==> config.mk <==
export PLATFORM = sky130hd
export DESIGN_NAME = cop_ctl_xfer
export DESIGN_NICKNAME = d
export VERILOG_FILES = /design/src/rtl/cop_ctl_pkg.sv /design/src/rtl/cop_wr_filter.sv /design/src/rtl/cop_ilock.sv /design/src/rtl/cop_rd_format.sv /design/src/rtl/cop_ctl_xfer.sv
export SDC_FILE = /design/constraint.sdc
export NUM_CORES = 2
export LEC_CHECK = 0
export ABC_AREA = 1
export BUFFER_PORTS_ARGS = -buffer_cell sky130_fd_sc_hd__buf_2
export CAP_MARGIN = 10
export CORE_AREA = 4 4 305 307
export DETAILED_ROUTE_END_ITERATION = 12
export DIE_AREA = 0 0 309 311
export PLACE_DENSITY_LB_ADDON = 0.1
export SLEW_MARGIN = 20
export SYNTH_ARGS = -nofsm -noshare
export SYNTH_HDL_FRONTEND = slang
export SYNTH_SLANG_ARGS = --single-unit
export TNS_END_PERCENT = 1
==> constraint.sdc <==
create_clock -name clk -period 3.2 [get_ports clk]
set_input_delay 0.16 -clock clk [delete_from_list [all_inputs] [get_ports clk]]
set_output_delay 0.16 -clock clk [all_outputs]
set_load 0.02 [all_outputs]
==> src/rtl/cop_ctl_pkg.sv <==
package cop_ctl_pkg;

    // register indices whose behaviour differs from plain storage
    localparam int REG_MACF     = 17;
    localparam int REG_CLIP     = 18;
    localparam int REG_R        = 20;
    localparam int REG_PC       = 26;
    localparam int REG_RSTBRK   = 28;
    localparam int REG_USTAT    = 29;
    localparam int REG_U1_START = 31;

    // R register: low bits kept, upper bits forced
    localparam int          R_KEEP_W    = 23;
    localparam logic [31:0] R_KEEP_MASK = (32'h1 << R_KEEP_W) - 32'h1;
    localparam logic [31:0] R_FORCE     = 32'h3F80_0000;

    // reset/break control register
    localparam logic [31:0] RSTBRK_MASK = 32'h0000_0C0C;
    localparam int U0_BRK_BIT = 0;
    localparam int U0_RST_BIT = 1;
    localparam int U1_BRK_BIT = 8;
    localparam int U1_RST_BIT = 9;

    typedef struct packed {
        logic u0_rst;
        logic u0_brk;
        logic u1_rst;
        logic u1_brk;
        logic u1_start;
    } fx_t;

endpackage

==> src/rtl/cop_wr_filter.sv <==
module cop_wr_filter
    import cop_ctl_pkg::*;
#(
    parameter int DW    = 32,
    parameter int IDX_W = 5
) (
    input  logic [IDX_W-1:0] idx,
    input  logic [DW-1:0]    wdata,
    output logic             wr_en,
    output logic [DW-1:0]    wr_val,
    output fx_t              fx,
    output logic             clip_upd
);

    always_comb begin
        wr_en    = 1'b1;
        wr_val   = wdata;
        fx       = '0;
        clip_upd = 1'b0;
        case (int'(idx))
            0, REG_MACF, REG_PC, REG_USTAT: begin
                wr_en = 1'b0;
            end
            REG_R: begin
                wr_val = (wdata & DW'(R_KEEP_MASK)) | DW'(R_FORCE);
            end
            REG_RSTBRK: begin
                wr_val    = wdata & DW'(RSTBRK_MASK);
                fx.u0_brk = wdata[U0_BRK_BIT];
                fx.u0_rst = wdata[U0_RST_BIT];
                fx.u1_brk = wdata[U1_BRK_BIT];
                fx.u1_rst = wdata[U1_RST_BIT];
            end
            REG_U1_START: begin
                fx.u1_start = 1'b1;
            end
            REG_CLIP: begin
                clip_upd = 1'b1;
            end
            default: begin
            end
        endcase
    end

endmodule

==> src/rtl/cop_ilock.sv <==
module cop_ilock
    import cop_ctl_pkg::*;
#(
    parameter int IDX_W = 5
) (
    input  logic             req_valid,
    input  logic             req_write,
    input  logic             req_ilock,
    input  logic [IDX_W-1:0] idx,
    input  logic             u0_running,
    input  logic             u0_mbit,
    input  logic             u1_running,
    output logic             stall,
    output logic             accept
);

    logic wait_u0;
    logic wait_u1;

    always_comb begin
        if (req_write) begin
            wait_u0 = req_ilock & u0_running & ~u0_mbit;
        end else begin
            wait_u0 = req_ilock & u0_running;
        end
        wait_u1 = req_write & (idx == IDX_W'(REG_U1_START)) & u1_running;
        stall   = req_valid & (wait_u0 | wait_u1);
        accept  = req_valid & ~stall;
    end

endmodule

==> src/rtl/cop_rd_format.sv <==
module cop_rd_format
    import cop_ctl_pkg::*;
#(
    parameter int DW    = 32,
    parameter int IDX_W = 5
) (
    input  logic [IDX_W-1:0] idx,
    input  logic [DW-1:0]    value,
    output logic [2*DW-1:0]  data
);

    always_comb begin
        if (idx == IDX_W'(REG_R)) begin
            data = {{(2*DW-R_KEEP_W){1'b0}}, value[R_KEEP_W-1:0]};
        end else begin
            data = {{DW{value[DW-1]}}, value};
        end
    end

endmodule

==> src/rtl/cop_ctl_xfer.sv <==
module cop_ctl_xfer
    import cop_ctl_pkg::*;
#(
    parameter int DW    = 32,
    parameter int IDX_W = 5,
    parameter int SA_W  = 16
) (
    input  logic             clk,
    input  logic             rst_n,
    input  logic             req_valid,
    input  logic             req_write,
    input  logic [IDX_W-1:0] req_index,
    input  logic [2*DW-1:0]  req_wdata,
    input  logic             req_ilock,
    input  logic             u0_running,
    input  logic             u0_mbit,
    input  logic             u1_running,
    output logic             stall,
    output logic             rd_valid,
    output logic [2*DW-1:0]  rd_data,
    output logic             u0_reset_pulse,
    output logic             u0_break_pulse,
    output logic             u1_reset_pulse,
    output logic             u1_break_pulse,
    output logic             u1_start_pulse,
    output logic [SA_W-1:0]  u1_start_addr,
    output logic [DW-1:0]    shadow_clip
);

    localparam int NREG = 1 << IDX_W;

    typedef struct packed {
        logic [NREG-1:0][DW-1:0] regs;
        logic [DW-1:0]           shadow;
        logic [SA_W-1:0]         saddr;
        fx_t                     fx;
    } state_t;

    state_t st_d;
    state_t st_q;

    logic                    accept;
    logic                    wr_fire;
    logic                    wr_en;
    logic [DW-1:0]           wr_val;
    fx_t                     fx;
    logic                    clip_upd;
    logic [NREG-1:0][DW-1:0] reg_d;
    logic [DW-1:0]           r_value_q;
    logic                    unused_wdata_hi;

    assign unused_wdata_hi = ^req_wdata[2*DW-1:DW];

    cop_ilock #(.IDX_W(IDX_W)) u_ilock (
        .req_valid  (req_valid),
        .req_write  (req_write),
        .req_ilock  (req_ilock),
        .idx        (req_index),
        .u0_running (u0_running),
        .u0_mbit    (u0_mbit),
        .u1_running (u1_running),
        .stall      (stall),
        .accept     (accept)
    );

    cop_wr_filter #(.DW(DW), .IDX_W(IDX_W)) u_filter (
        .idx      (req_index),
        .wdata    (req_wdata[DW-1:0]),
        .wr_en    (wr_en),
        .wr_val   (wr_val),
        .fx       (fx),
        .clip_upd (clip_upd)
    );

    cop_rd_format #(.DW(DW), .IDX_W(IDX_W)) u_rdfmt (
        .idx   (req_index),
        .value (st_q.regs[req_index]),
        .data  (rd_data)
    );

    assign wr_fire = accept & req_write;

    // per-entry next value of the register file
    for (genvar g = 0; g < NREG; g++) begin : g_reg
        assign reg_d[g] = (wr_fire & wr_en & (req_index == IDX_W'(g)))
                        ? wr_val : st_q.regs[g];
    end

    always_comb begin
        st_d      = st_q;
        st_d.regs = reg_d;
        st_d.fx   = '0;
        if (wr_fire) begin
            st_d.fx = fx;
            if (clip_upd) begin
                st_d.shadow = wr_val;
            end
            if (fx.u1_start) begin
                st_d.saddr = req_wdata[SA_W-1:0];
            end
        end
    end

    always_ff @(posedge clk) begin
        if (!rst_n) begin
            st_q              <= '0;
            st_q.regs[REG_R]  <= DW'(R_FORCE);
        end else begin
            st_q <= st_d;
        end
    end

    assign rd_valid       = accept & ~req_write;
    assign u0_reset_pulse = st_q.fx.u0_rst;
    assign u0_break_pulse = st_q.fx.u0_brk;
    assign u1_reset_pulse = st_q.fx.u1_rst;
    assign u1_break_pulse = st_q.fx.u1_brk;
    assign u1_start_pulse = st_q.fx.u1_start;
    assign u1_start_addr  = st_q.saddr;
    assign shadow_clip    = st_q.shadow;
    assign r_value_q      = st_q.regs[REG_R];

endmodule

* Word level (Yosys, flattened, before mapping)
Cells that the tools add are included.
Cells by class: $add $sub $neg 0, $mul 0, div/mod/pow operators 0, magnitude comparators 1, equality and inequality tests 31, shifts and indexed selects 0, mux-type cells 8, bitwise logic cells 45, reductions and logical operators 6
Operators with widths (number):
- binary-select mux 32 bit (select 5 bit) | 1
- == test 5 bit, second input constant | 16
- two-way mux 64 bit | 1
- one-hot mux 32 bit (2 select lines) | 1
- bitwise AND 1 bit | 41
- == test 5 x 4 -> 1 bit, second input constant | 8
- two-way mux 32 bit | 1
- == test 5 x 3 -> 1 bit, second input constant | 4
- == test 5 x 2 -> 1 bit, second input constant | 2
- < comparator 5 x 6 -> 1 bit, second input constant | 1
- AND reduction 2 bit | 3
- == test 5 x 1 -> 1 bit, second input constant | 1
- logical NOT 5 bit | 1
- two-way mux 1 bit | 4
- OR reduction 4 bit | 1
- inverter 1 bit | 3
- AND reduction 3 bit | 1
- OR 1 bit | 1
Storage, ports and cells: register bits after elaboration 1077, bits in latches 0, bits in writable memories 0, bits in read-only memories 0, input bits 77, logic and storage cells 130, memories kept 0

* Depth between registers and ports, before layout
depth after elaboration 10, mapped depth 14, depth with buffers taken out 11

* By module
Synthesis repeated with hierarchy kept, for this count alone.
Unflattened totals: cell total of the unflattened synthesis 7699, area, all modules 49730.2 um2
Modules (own cells, without submodules):
- cop_ctl_xfer | instances 1, cells an instance 7515, area an instance 48723.0 um2, sequential area each 21560.7 um2
- cop_rd_format | instances 1, cells an instance 79, area an instance 519.2 um2, sequential area each 0.0 um2
- cop_wr_filter | instances 1, cells an instance 92, area an instance 427.9 um2, sequential area each 0.0 um2
- cop_ilock | instances 1, cells an instance 13, area an instance 60.1 um2, sequential area each 0.0 um2

* Worst setup path after synthesis
No wires, ideal clock.
path type input to output, start point input port req_index[1], end point output port rd_data[32], data arrival time 2.465 ns, data required time 3.040 ns, slack 0.575 ns, stages on the path 12, cell sequence buf_2 nor2_1 buf_2 clkbuf_1 clkbuf_1 nand2_1 nand4_1 nand2_1 nand2_1 o21ai_0 nand2_1 buf_4
Between the ends: word-level cells in the longest chain between the ends 3, elaborated cells on any way between the ends 4, classes of those cells eq/ne (1); mux (3)
RTL lines:
- start: declaration | line cop_ctl_xfer.sv:12 | input logic [IDX_W-1:0] req_index,
- binary-select mux 32 bit (select 5 bit) | line cop_ctl_xfer.sv:77 | .value (st_q.regs[req_index]),
- two-way mux 32 bit (implied by the code) | line cop_ctl_xfer.sv:77
- two-way mux 64 bit * | line cop_rd_format.sv:13 | if (idx == IDX_W'(REG_R)) begin
- end: declaration | line cop_ctl_xfer.sv:20 | output logic [2*DW-1:0] rd_data,
Mark *: on every way between the ends. The rest lies on a longest branch, timed or not. The select of a mux whose other input is x is not followed.

* Worst setup path in the final report
start point input port req_index[1], end point output port rd_data[30]
The elaborated chain is that of the path after synthesis.

==> impl_metrics.tcl <==
set metrics [dict create \
    status "finished, final reports clean" \
    cts.sinks 1077 \
    synthesis.area_um2 49300 \
    drive_gt1_share_pct 8.66 \
    crit_arrival_ns 2.87 \
    fin_crit_ns 3.03 \
    wirelength_met1_um 76300 \
    insertion_delay_ns 0.70 \
    vias 49600 \
    clockBufferDepth 3 \
    place_area_um2 50900 \
    wl_met3_um 20800 \
    rsz0062_at_grt "no" \
    avgViaCountPerCell 5.82 \
    firstDrtPassIters 6 \
    fin_crit_sh_pct 94.8 \
    finalNetCount 7341 \
    die_h_um 311 \
    rows 110 \
    grt_antenna_before_repair 7 \
    final_area_um2 55000 \
    grt_usage_pct 36.6 \
    crit_type "input pin to output port" \
    dp_hpwl_um 108000 \
    clk_transition_reported_paths_ns 0.06 \
    crit_fanout 44 \
    fmax_ghz 0.330 \
    syn_avg_cell_area_um2 6.62 \
    ys_seq_area_share_pct 43.8 \
    holdWs_ns 0.0602 \
    dieWidth_um 309 \
    drv_slew 0 \
    setup.worst_path.start_class "input pin" \
    cts-root-buf "clkbuf_16" \
    place_congestion 0.889 \
    syn_nets 7524 \
    initial_core_util_pct 54.7 \
    hold_viol_final 0 \
    seqCellArea_um2 21600 \
    post_cts_resized 0 \
    slew_headroom_pct 23.1 \
    synth_seq_cells 1077 \
    area_delta_synth_final_pct 11.7 \
    nFillCells 8586 \
    hold_path.class "input pin to register" \
    die-area_um2 96100 \
    numCtsBuffers 114 \
    drv_cap 0 \
    wl_per_cell_um 21.4 \
    leakage_nw 24.9 \
    grt_pass1_wl_um 272000 \
    cts_tree "yes" \
    overflow 0 \
    multi_input_area_um2 23100 \
    portBuffers 163 \
    grt_max_degree 175 \
    remaining_drc_errors 0 \
    ys_types 26 \
    syn-instance-count 7447 \
    highest_layer "met5" \
    cp-end-kind "output port" \
    final_antenna_net_count 0 \
    p_total_mw 29.7 \
    dp.cells 8298 \
    tightest_slew_ns 1.15 \
    grt_pass1_vias 43300 \
    io_pins 196 \
    setup_viol 0 \
    setup-tns-final_ns 0 \
    fin_cells 8531 \
    core_area_um2 90000 \
    final.setup_skew_ns 0 \
    drt_iter0_drc 6346 \
    h-tree-depth 3 \
    worstPathRequired_ns 3.04 \
    route.met2.wl_um 77700 \
    yosysWarnings 0 \
    p_per_area_nw_per_um2 539 \
    wl_um 183000 \
    vdd_ir_drop_max_uv 532 \
]
[final timing paths]
check / from / endpoint / slack, ns / cells after the start
hold reg to reg: st_q[991] / st_q[991] / 0.42 / 2
setup / recovery: req_index[1] / rd_data[30] / 0.17 / 12
setup reg to reg: st_q[1045] / st_q[1045] / 2.40 / 2
hold / removal: req_wdata[26] / st_q[1071] / 0.06 / 5
[kinds of logic after synthesis]
kind of cell           after synthesis  share of synthesized area, %
buffers and inverters             1120                          9.69
DFF                               1077                          43.8
and+or+nand+nor                   4119                          33.6
AOI/OAI and AO/OA                 1131                          12.9
[area by class of cell]
type | count | share of cell area (%)
Clock inverter | 33 | 0.743
Clock buffer | 173 | 6.26
Antenna cell | 1 | 0.00455
Inverter | 404 | 2.77
Tap cell | 1176 | 2.67
Timing Repair Buffer | 417 | 6.36
Sequential cell | 1077 | 39.2
Multi-Input combinational cell | 5250 | 42.0
[layout by cell type, fill, tap and decap left out, types with 3 or more instances in the layout]
master / synthesis / final
a21oi_1: 650 / 650
a22oi_1: 270 / 270
buf_12: 0 / 56
buf_2: 206 / 162
buf_4: 82 / 172
bufinv_16: 0 / 9
clkbuf_1: 330 / 23
clkbuf_16: 0 / 115
clkbuf_8: 0 / 35
clkinv_2: 0 / 18
clkinvlp_4: 0 / 3
dfxtp_1: 1077 / 1077
dlygate4sd3_1: 0 / 26
inv_1: 387 / 384
inv_2: 15 / 17
inv_6: 0 / 3
nand2_1: 2039 / 2038
nand2_2: 7 / 8
nand3_1: 698 / 698
nand4_1: 55 / 55
nor2_1: 1291 / 1281
nor2_4: 0 / 8
nor3_2: 5 / 19
nor3_4: 1 / 6
o21ai_0: 190 / 190
o22ai_1: 17 / 17
[state kept, by name, indices dropped and copies added (netlist names)]
| register | count |
|---|---|
| r_value_q | 32 |
| st_q | 992 |
| u1_reset_pulse | 1 |
| u1_start_pulse | 1 |
| u0_break_pulse | 1 |
| u0_reset_pulse | 1 |
| u1_start_addr | 16 |
| shadow_clip | 32 |
| u1_break_pulse | 1 |
[metal layers]
layer  global-route usage, %  up-vias
met2                    55.0     2780
met1                    52.3    23100
li1                        -    23400
met3                    6.49      401
met5                       0        -
met4                    14.0        6
[cells in the mapped netlist]
cell       count  share of area (%)
a22oi_1      270                4.1
nand4_1       55               0.70
o2bb2ai_1      1              0.018
nand3_1      698                7.1
o22ai_1       17               0.22
o21ai_0      190                1.9
buf_4         82                1.2
clkbuf_1     330                2.5
nand2_2        7              0.089
nor3_1        21               0.21
inv_2         15               0.11
nand2_4        1              0.023
inv_1        387                2.9
o21bai_1       2              0.030
nor3_2         5               0.10
a21oi_1      650                6.6
a21boi_0       1              0.015
dfxtp_1     1077                 44
clkinv_1       2              0.015
buf_6          1              0.023
nor3_4         1              0.033
buf_2        206                2.1
nor2_1      1291                9.8
buf_1         97               0.74
nand3_2        1              0.020
nand2_1     2039                 16
[what timing repair did]
action,4_1_cts,5_1_grt
hold buffers,26,0
hold endpoints to repair,106,0
buffers inserted,0,0
[report_power, final]
| part | internal (mW) | leakage, nW | total (mW) | switching [mW] |
|---|---|---|---|---|
| sequential | 13.5 | 8.68 | 13.5 | 0.0343 |
| combinational | 0.540 | 14.3 | 2.40 | 1.86 |
| clock | 8.09 | 1.91 | 13.7 | 5.65 |
[worst max-delay path, stage by stage]
cell	delay, ns
buf_2	0.20
nand2_2	0.13
buf_12	0.34
inv_8	0.08
buf_12	0.21
nand2_1	0.10
nand4_1	0.10
nand2_1	0.09
nand2_1	0.13
o21ai_0	0.77
nor2_1	0.25
buf_2	0.24
[through the flow]
stage / setup slack (ns) / util [%]
final: 0.166 / 61.2
after global routing: 0.221 / 61.2
after CTS: 0.466 / 61.2
after detailed placement: 0.467 / 56.6
after global placement: 0.460 / 56.6
after floorplan: 0.575 / -
Note: power is estimated with default switching activity, not from simulation.
